$ cat config.mk
export PLATFORM = sky130hd
export DESIGN_NAME = csr_mask_arb
export DESIGN_NICKNAME = d
export VERILOG_FILES = /design/src/rtl/csr_mask_pkg.sv /design/src/rtl/csr_mask_ctrl.sv /design/src/rtl/csr_mask_dp.sv /design/src/rtl/csr_mask_arb.sv
export SDC_FILE = /design/constraint.sdc
export NUM_CORES = 1
export LEC_CHECK = 0
export BUFFER_PORTS_ARGS = -buffer_cell sky130_fd_sc_hd__buf_4
export CORE_ASPECT_RATIO = 1.2
export CORE_UTILIZATION = 41
export DETAILED_ROUTE_END_ITERATION = 8
export MAX_ROUTING_LAYER = met4
export PLACE_DENSITY = 0.82
export SLEW_MARGIN = 20
export SYNTH_ARGS = -nofsm -noshare
export SYNTH_HDL_FRONTEND = slang
export SYNTH_SLANG_ARGS = --single-unit
$ cat constraint.sdc
create_clock -name clk -period 1 [get_ports clk]
set_input_delay 0 -clock clk [delete_from_list [all_inputs] [get_ports clk]]
set_output_delay 0 -clock clk [all_outputs]
set_load 0.05 [all_outputs]
$ cat src/rtl/csr_mask_pkg.sv
package csr_mask_pkg;

  localparam int CSR_W   = 32;
  localparam int FLAG_W  = 7;
  localparam int TRAP_W  = FLAG_W + 1;
  localparam int VIEW_W  = FLAG_W + TRAP_W;

  localparam int RM_LO     = 7;
  localparam int IEN_POS   = 10;
  localparam int TRAP_LO   = 16;
  localparam int MSTE_POS  = 31;

  localparam logic [CSR_W-1:0] FLAG_MASK = {{(CSR_W-FLAG_W){1'b0}}, {FLAG_W{1'b1}}};
  localparam logic [CSR_W-1:0] RM_MASK   = 32'h3 << RM_LO;
  localparam logic [CSR_W-1:0] IEN_MASK  = 32'h1 << IEN_POS;
  localparam logic [CSR_W-1:0] TRAP_MASK = (FLAG_MASK << TRAP_LO) | (32'h1 << MSTE_POS);
  localparam logic [CSR_W-1:0] DEF_MASK  = FLAG_MASK | RM_MASK | IEN_MASK | TRAP_MASK;

  typedef struct packed {
    logic swWrite;
    logic hwEvent;
  } csrStrobe_t;

  function automatic logic [TRAP_W-1:0] trapField(input logic [CSR_W-1:0] w);
    return {w[MSTE_POS], w[TRAP_LO +: FLAG_W]};
  endfunction

endpackage

$ cat src/rtl/csr_mask_ctrl.sv
module csr_mask_ctrl
  import csr_mask_pkg::*;
(
  input  logic             swValid,
  input  logic             guardEn,
  input  logic             guardBit,
  input  logic [CSR_W-1:0] hwSet,
  output csrStrobe_t       strobe
);

  logic guardPass;

  always_comb begin
    guardPass      = !guardEn || guardBit;
    strobe.swWrite = swValid && guardPass;
    strobe.hwEvent = |(hwSet & FLAG_MASK);
  end

endmodule

$ cat src/rtl/csr_mask_dp.sv
module csr_mask_dp
  import csr_mask_pkg::*;
#(
  parameter int IRQ_DELAY = 3
) (
  input  logic              clk,
  input  logic              rst,
  input  csrStrobe_t        strobe,
  input  logic [CSR_W-1:0]  swValue,
  input  logic [CSR_W-1:0]  swMask,
  input  logic [CSR_W-1:0]  hwSet,
  output logic [CSR_W-1:0]  csrValue,
  output logic [1:0]        roundMode,
  output logic              intEnable,
  output logic [TRAP_W-1:0] trapEnable,
  output logic [FLAG_W-1:0] irqFlags,
  output logic [TRAP_W-1:0] irqTrapEn
);

  logic [CSR_W-1:0] csrReg;
  logic [CSR_W-1:0] csrNext;
  logic [CSR_W-1:0] swMerged;
  logic [VIEW_W-1:0] viewNow;
  logic [VIEW_W-1:0] viewPipe [IRQ_DELAY];

  always_comb begin
    swMerged = strobe.swWrite ? ((csrReg & ~swMask) | (swValue & swMask)) : csrReg;
    csrNext  = swMerged;
    if (strobe.hwEvent) csrNext = csrNext | (hwSet & FLAG_MASK);
    csrNext  = csrNext & DEF_MASK;
  end

  always_ff @(posedge clk) begin
    if (rst) csrReg <= '0;
    else     csrReg <= csrNext;
  end

  assign viewNow = {trapField(csrReg), csrReg[FLAG_W-1:0]};

  generate
    for (genvar s = 0; s < IRQ_DELAY; s++) begin : g_stage
      always_ff @(posedge clk) begin
        if (rst) viewPipe[s] <= '0;
        else if (s == 0) viewPipe[s] <= viewNow;
        else viewPipe[s] <= viewPipe[(s == 0) ? 0 : s-1];
      end
    end
  endgenerate

  assign csrValue   = csrReg;
  assign roundMode  = csrReg[RM_LO +: 2];
  assign intEnable  = csrReg[IEN_POS];
  assign trapEnable = trapField(csrReg);
  assign irqFlags   = viewPipe[IRQ_DELAY-1][FLAG_W-1:0];
  assign irqTrapEn  = viewPipe[IRQ_DELAY-1][VIEW_W-1:FLAG_W];

endmodule

$ cat src/rtl/csr_mask_arb.sv
module csr_mask_arb
  import csr_mask_pkg::*;
#(
  parameter int IRQ_DELAY = 3
) (
  input  logic        clk,
  input  logic        rst,
  input  logic        swValid,
  input  logic        guardEn,
  input  logic        guardBit,
  input  logic [31:0] swValue,
  input  logic [31:0] swMask,
  input  logic [31:0] hwSet,
  output logic [31:0] csrValue,
  output logic [1:0]  roundMode,
  output logic        intEnable,
  output logic [7:0]  trapEnable,
  output logic [6:0]  irqFlags,
  output logic [7:0]  irqTrapEn
);

  csrStrobe_t strobe;

  csr_mask_ctrl i_ctrl (
    .swValid  (swValid),
    .guardEn  (guardEn),
    .guardBit (guardBit),
    .hwSet    (hwSet),
    .strobe   (strobe)
  );

  csr_mask_dp #(.IRQ_DELAY(IRQ_DELAY)) i_dp (
    .clk        (clk),
    .rst        (rst),
    .strobe     (strobe),
    .swValue    (swValue),
    .swMask     (swMask),
    .hwSet      (hwSet),
    .csrValue   (csrValue),
    .roundMode  (roundMode),
    .intEnable  (intEnable),
    .trapEnable (trapEnable),
    .irqFlags   (irqFlags),
    .irqTrapEn  (irqTrapEn)
  );

endmodule

# After elaboration in Yosys (flattened, before gate mapping)
# Memory sizes are Yosys's and may differ from the RTL's.
# Index checks and enable logic that the tools add are counted.
# op_classes
mux	8
bitwise	8
add_sub_neg	0
mul	0
n_reduce_logical	4
n_lt_le_gt_ge	0
shift	0
div	0
n_eq_ne	0
# op_table
op	count
bitwise AND 32 bit	2
2-to-1 mux 32 bit	2
2-to-1 mux 15 bit	3
inverter 32 bit	1
bitwise OR 32 bit	1
bitwise OR 32 x 7 -> 32 bit	1
OR reduction 7 bit	1
2-to-1 mux 1 bit	3
bitwise OR 1 bit	3
logical AND 1 bit	1
logical NOT 1 bit	1
logical OR 1 bit	1
# word_totals
regBits	32
in_bits	101
memories	1
latch_bits	0
rom_bits	0
ramBits	45
# memory_table
memory	depth	width	rd	rd_clocked_by_memory_dff	write_ports	line_no	rtl
i_dp.viewPipe	3	15	3	0	3	csr_mask_dp.sv:24	logic [VIEW_W-1:0] viewPipe [IRQ_DELAY];

# Longest topological paths before layout
# depth
word_depth	6
depth_mapped	5

# By module
# A second synthesis with hierarchy kept.
# unflattened
hier_cells	211
hier_area_um2	2235.9
# by_module_without_submodules
mod	area_per_inst_um2	cells_per_inst	instances	seq_area_each_um2
csr_mask_dp	2209.6	206	1	1261.2
csr_mask_ctrl	26.3	5	1	0.0

# Least setup slack after synthesis
# Ideal clock, no wire load.
# synth_path
kind	register to register
from	register with a tool-made name
to	register with a tool-made name
t_arrival_ps	1008
path_buffers	0
required_time_ps	934
stages_incl_launch_ff	4
setup_time_ps	66
setup_slack_ps	-74
path_cell_list	dfxtp_1 -> inv_1 -> a31o_1 -> a21oi_2

==> key figures <==
Global route
  • First-pass GRT wire length: 8070 um
  • Largest net degree at the start of global routing: 29
  • Gr ovfl total: 0
  • Vias in the first global route: about 1800
  • Initial antenna violation count: 0
  • Total GRT Usage: roughly 19%

Hold path
  • WHS Path Cells: 3
  • Hold crit path type: in -> reg
  • Worst Hold Launch: swMask[22]

STA
  • Final Hold Viols: 0
  • Final Cycle Share: a little over nine tenths
  • Minimum clock period: ~0.95 ns
  • Setup TNS Final: 0 ns
  • Clock Skews: ~0.0036 ns
  • RSZ-0062 raised after global routing: false
  • Max Fclk: about 1000 MHz
  • Slew Limit Fails: 0
  • Setup violations, final: 0

Critical path
  • Crit. End Element: register
  • Reg2Reg Depth: 2
  • Worst endpoint required time: ~1.2 ns
  • Critical Path Slowest Stage Cell: dlygate4sd3_1
  • Worst EP arrival: approximately 1.2 ns
  • Reg2Reg Setup Slack: 0.13 ns
  • CP cell instances: buf_4 -> dlygate4sd3_1 -> nor2b_1 -> mux2_2
  • Maximum fanout along the worst path: 18
  • Slowest cell delay on critical path: around 0.64 ns
  • Startpoint Class: primary input
  • CP Class: in -> reg

Clocking
  • Clock-pin slew on the worst setup and hold paths: 0.06 ns
  • Post-CTS Resized: 0
  • Root buffer cell: clkbuf_8
  • Post-CTS Hold Buffers: 34
  • Latest clock arrival within the worst-skew pair: 0.33 ns
  • Clock tree buffer depth: 2
  • Inserted Clock Buffers: 9
  • H-tree Lvls: 3
  • # clock sinks: between 60 and 70
  • CTS tree: built
  • Post-CTS setup buffers: 0

Die
  • Die W: 70.9 um
  • Row cnt: 29
  • I/O pin total: roughly 160
  • Die span in y: 84.7 um
  • Core Footprint: about 5400 um^2
  • Area of the die: approximately 6000 um^2
  • Starting Density: 43.2%

Synth
  • Number of enable flip-flop cells after synthesis: 0
  • Synthesized area per cell: 11.1 um^2
  • Share of the synthesized area in the top cell type: 54.0%
  • Yosys top cell by area: dfxtp_1
  • Async SR Flop Fraction: 0%
  • Register bit total from synthesis: 63
  • Synth top area cells: dfxtp_1 (54%), nor2b_1 (13%), buf_4 (10%)
  • Count leader, synth: dfxtp_1
  • Cells after synthesis: about 210
  • Seq/Total Area, Yosys: 54.0%
  • Yosys cell types: 21
  • Synthesized cell area: approximately 2300 um^2
  • Synth top cells by count: dfxtp_1 (63), nor2b_1 (48), buf_4 (32)
  • Most used DFF post-synth: dfxtp_1
  • Yosys warnings: 0

Detailed routing
  • Number of DRC markers in iteration 0: between 70 and 80
  • Vias per cell: about 4.5
  • Routed WL: a little over 5000 um
  • Mean routed wirelength per cell: around 13 um
  • DR pass1 iterations: 6
  • Drc violations: 12
  • Vias: 1780
  • Post-route ant nets: 0

Pwr
  • Lkg Pwr: 1.59 nW
  • Total Power: 5.81 mW
  • Peak supply drop: between 1000 and 1500 uV
  • PD cells: 1690 nW/um^2

Run status
  • Status: complete, but fails checks
  • Failing checks: design-rule violations

Place
  • Detail Placement HPWL: between 2000 and 3000 um
  • IO buf count: slightly above 90
  • Final Wtd Congestion: approximately 0.8

Finish
  • Diode count: 0
  • Area delta synth->final: 47.1%
  • Layout cell share with drive strength beyond 1: between 40% and 50%
  • Nets: 428
  • Post-layout utilization of the core: between 60% and 70%

Job
  • Max Cap Viol: 0
## worst max path at each step
stage                                 from               end  slack, ns  depth (start not counted)
after detailed placement          guardBit          register       0.02                          4
final                                  rst          register       0.05                          4
after floorplan           i_dp.csrValue[0]  i_dp.csrValue[0]       0.03                          2
after global routing                   rst          register       0.01                          4
after CTS                              rst          register       0.04                          4
after global placement            guardBit          register       0.04                          4
## cells by family (layout without fill, tap and decap cells)
logic type | after synthesis | count (layout) | synth area share, %
and+or+nand+nor | 73 | 73 | 20.5
AOI/OAI and AO/OA | 27 | 27 | 7.87
muxes | 8 | 8 | 4.98
other | 1 | 14 | 0.160
DFF | 63 | 63 | 54.0
buffers and inverters | 39 | 146 | 12.5
## where the power goes
part	total, mW	switching [mW]	internal (mW)
logic	0.992	0.589	0.403
clock network	2.17	0.908	1.26
registers	2.65	0.0419	2.61
total	5.81	1.54	4.27
## critical path, delay by kind of cell
kind	cells	cell delay (ns)
mux	1	0.26
simple gates	1	0.08
buf+inv	2	0.82
## cells in the final DEF, fill, tap and decap left out
cell type	n
buf_4	94
dfxtp_1	52
nor2b_1	48
dlygate4sd3_1	34
conb_1	14
dfxtp_2	11
clkbuf_8	11
nand2_1	7
o21ai_0	7
a41oi_1	7
a21oi_1	7
nand3_2	7
mux2_4	7
and2b_1	6
nand4_1	3
inv_1	3
a31o_1	3
a21oi_2	3
clkinv_2	3
nand2b_4	1
nand3_1	1
mux2_2	1
bufinv_16	1
## routing by layer
layer	share of wire (%)	up-vias	GRT usage, %
met5	0	-	-
met4	4.4	0	13.3
met3	5.4	21	5.04
met2	53	92	31.5
met1	37	780	18.1
li1	-	887	-
## cell type report
class,count,area (um^2)
clock buffers,11,151
multi-input cells,122,832
well taps,62,77.6
inverters,3,11.3
repair buffers,128,1050
flip-flops and latches,63,1270
fillers,430,1970
clock inverters,4,45.0
## per-stage QoR
step / cells / area [um^2] / setup slack [ns] / hold slack (ns)
2_1_floorplan: 224 / 2400 / 0.0326 / 0.0801
3_3_place_gp: 344 / 2900 / 0.0371 / 0.270
3_5_place_dp: 344 / 2900 / 0.0192 / 0.272
4_1_cts: 393 / 3440 / 0.0410 / 0.00216
5_1_grt: 393 / 3440 / 0.0130 / 0.0227
6_report: 393 / 3440 / 0.0468 / 0.0179
(Power assumes the default switching activity.)
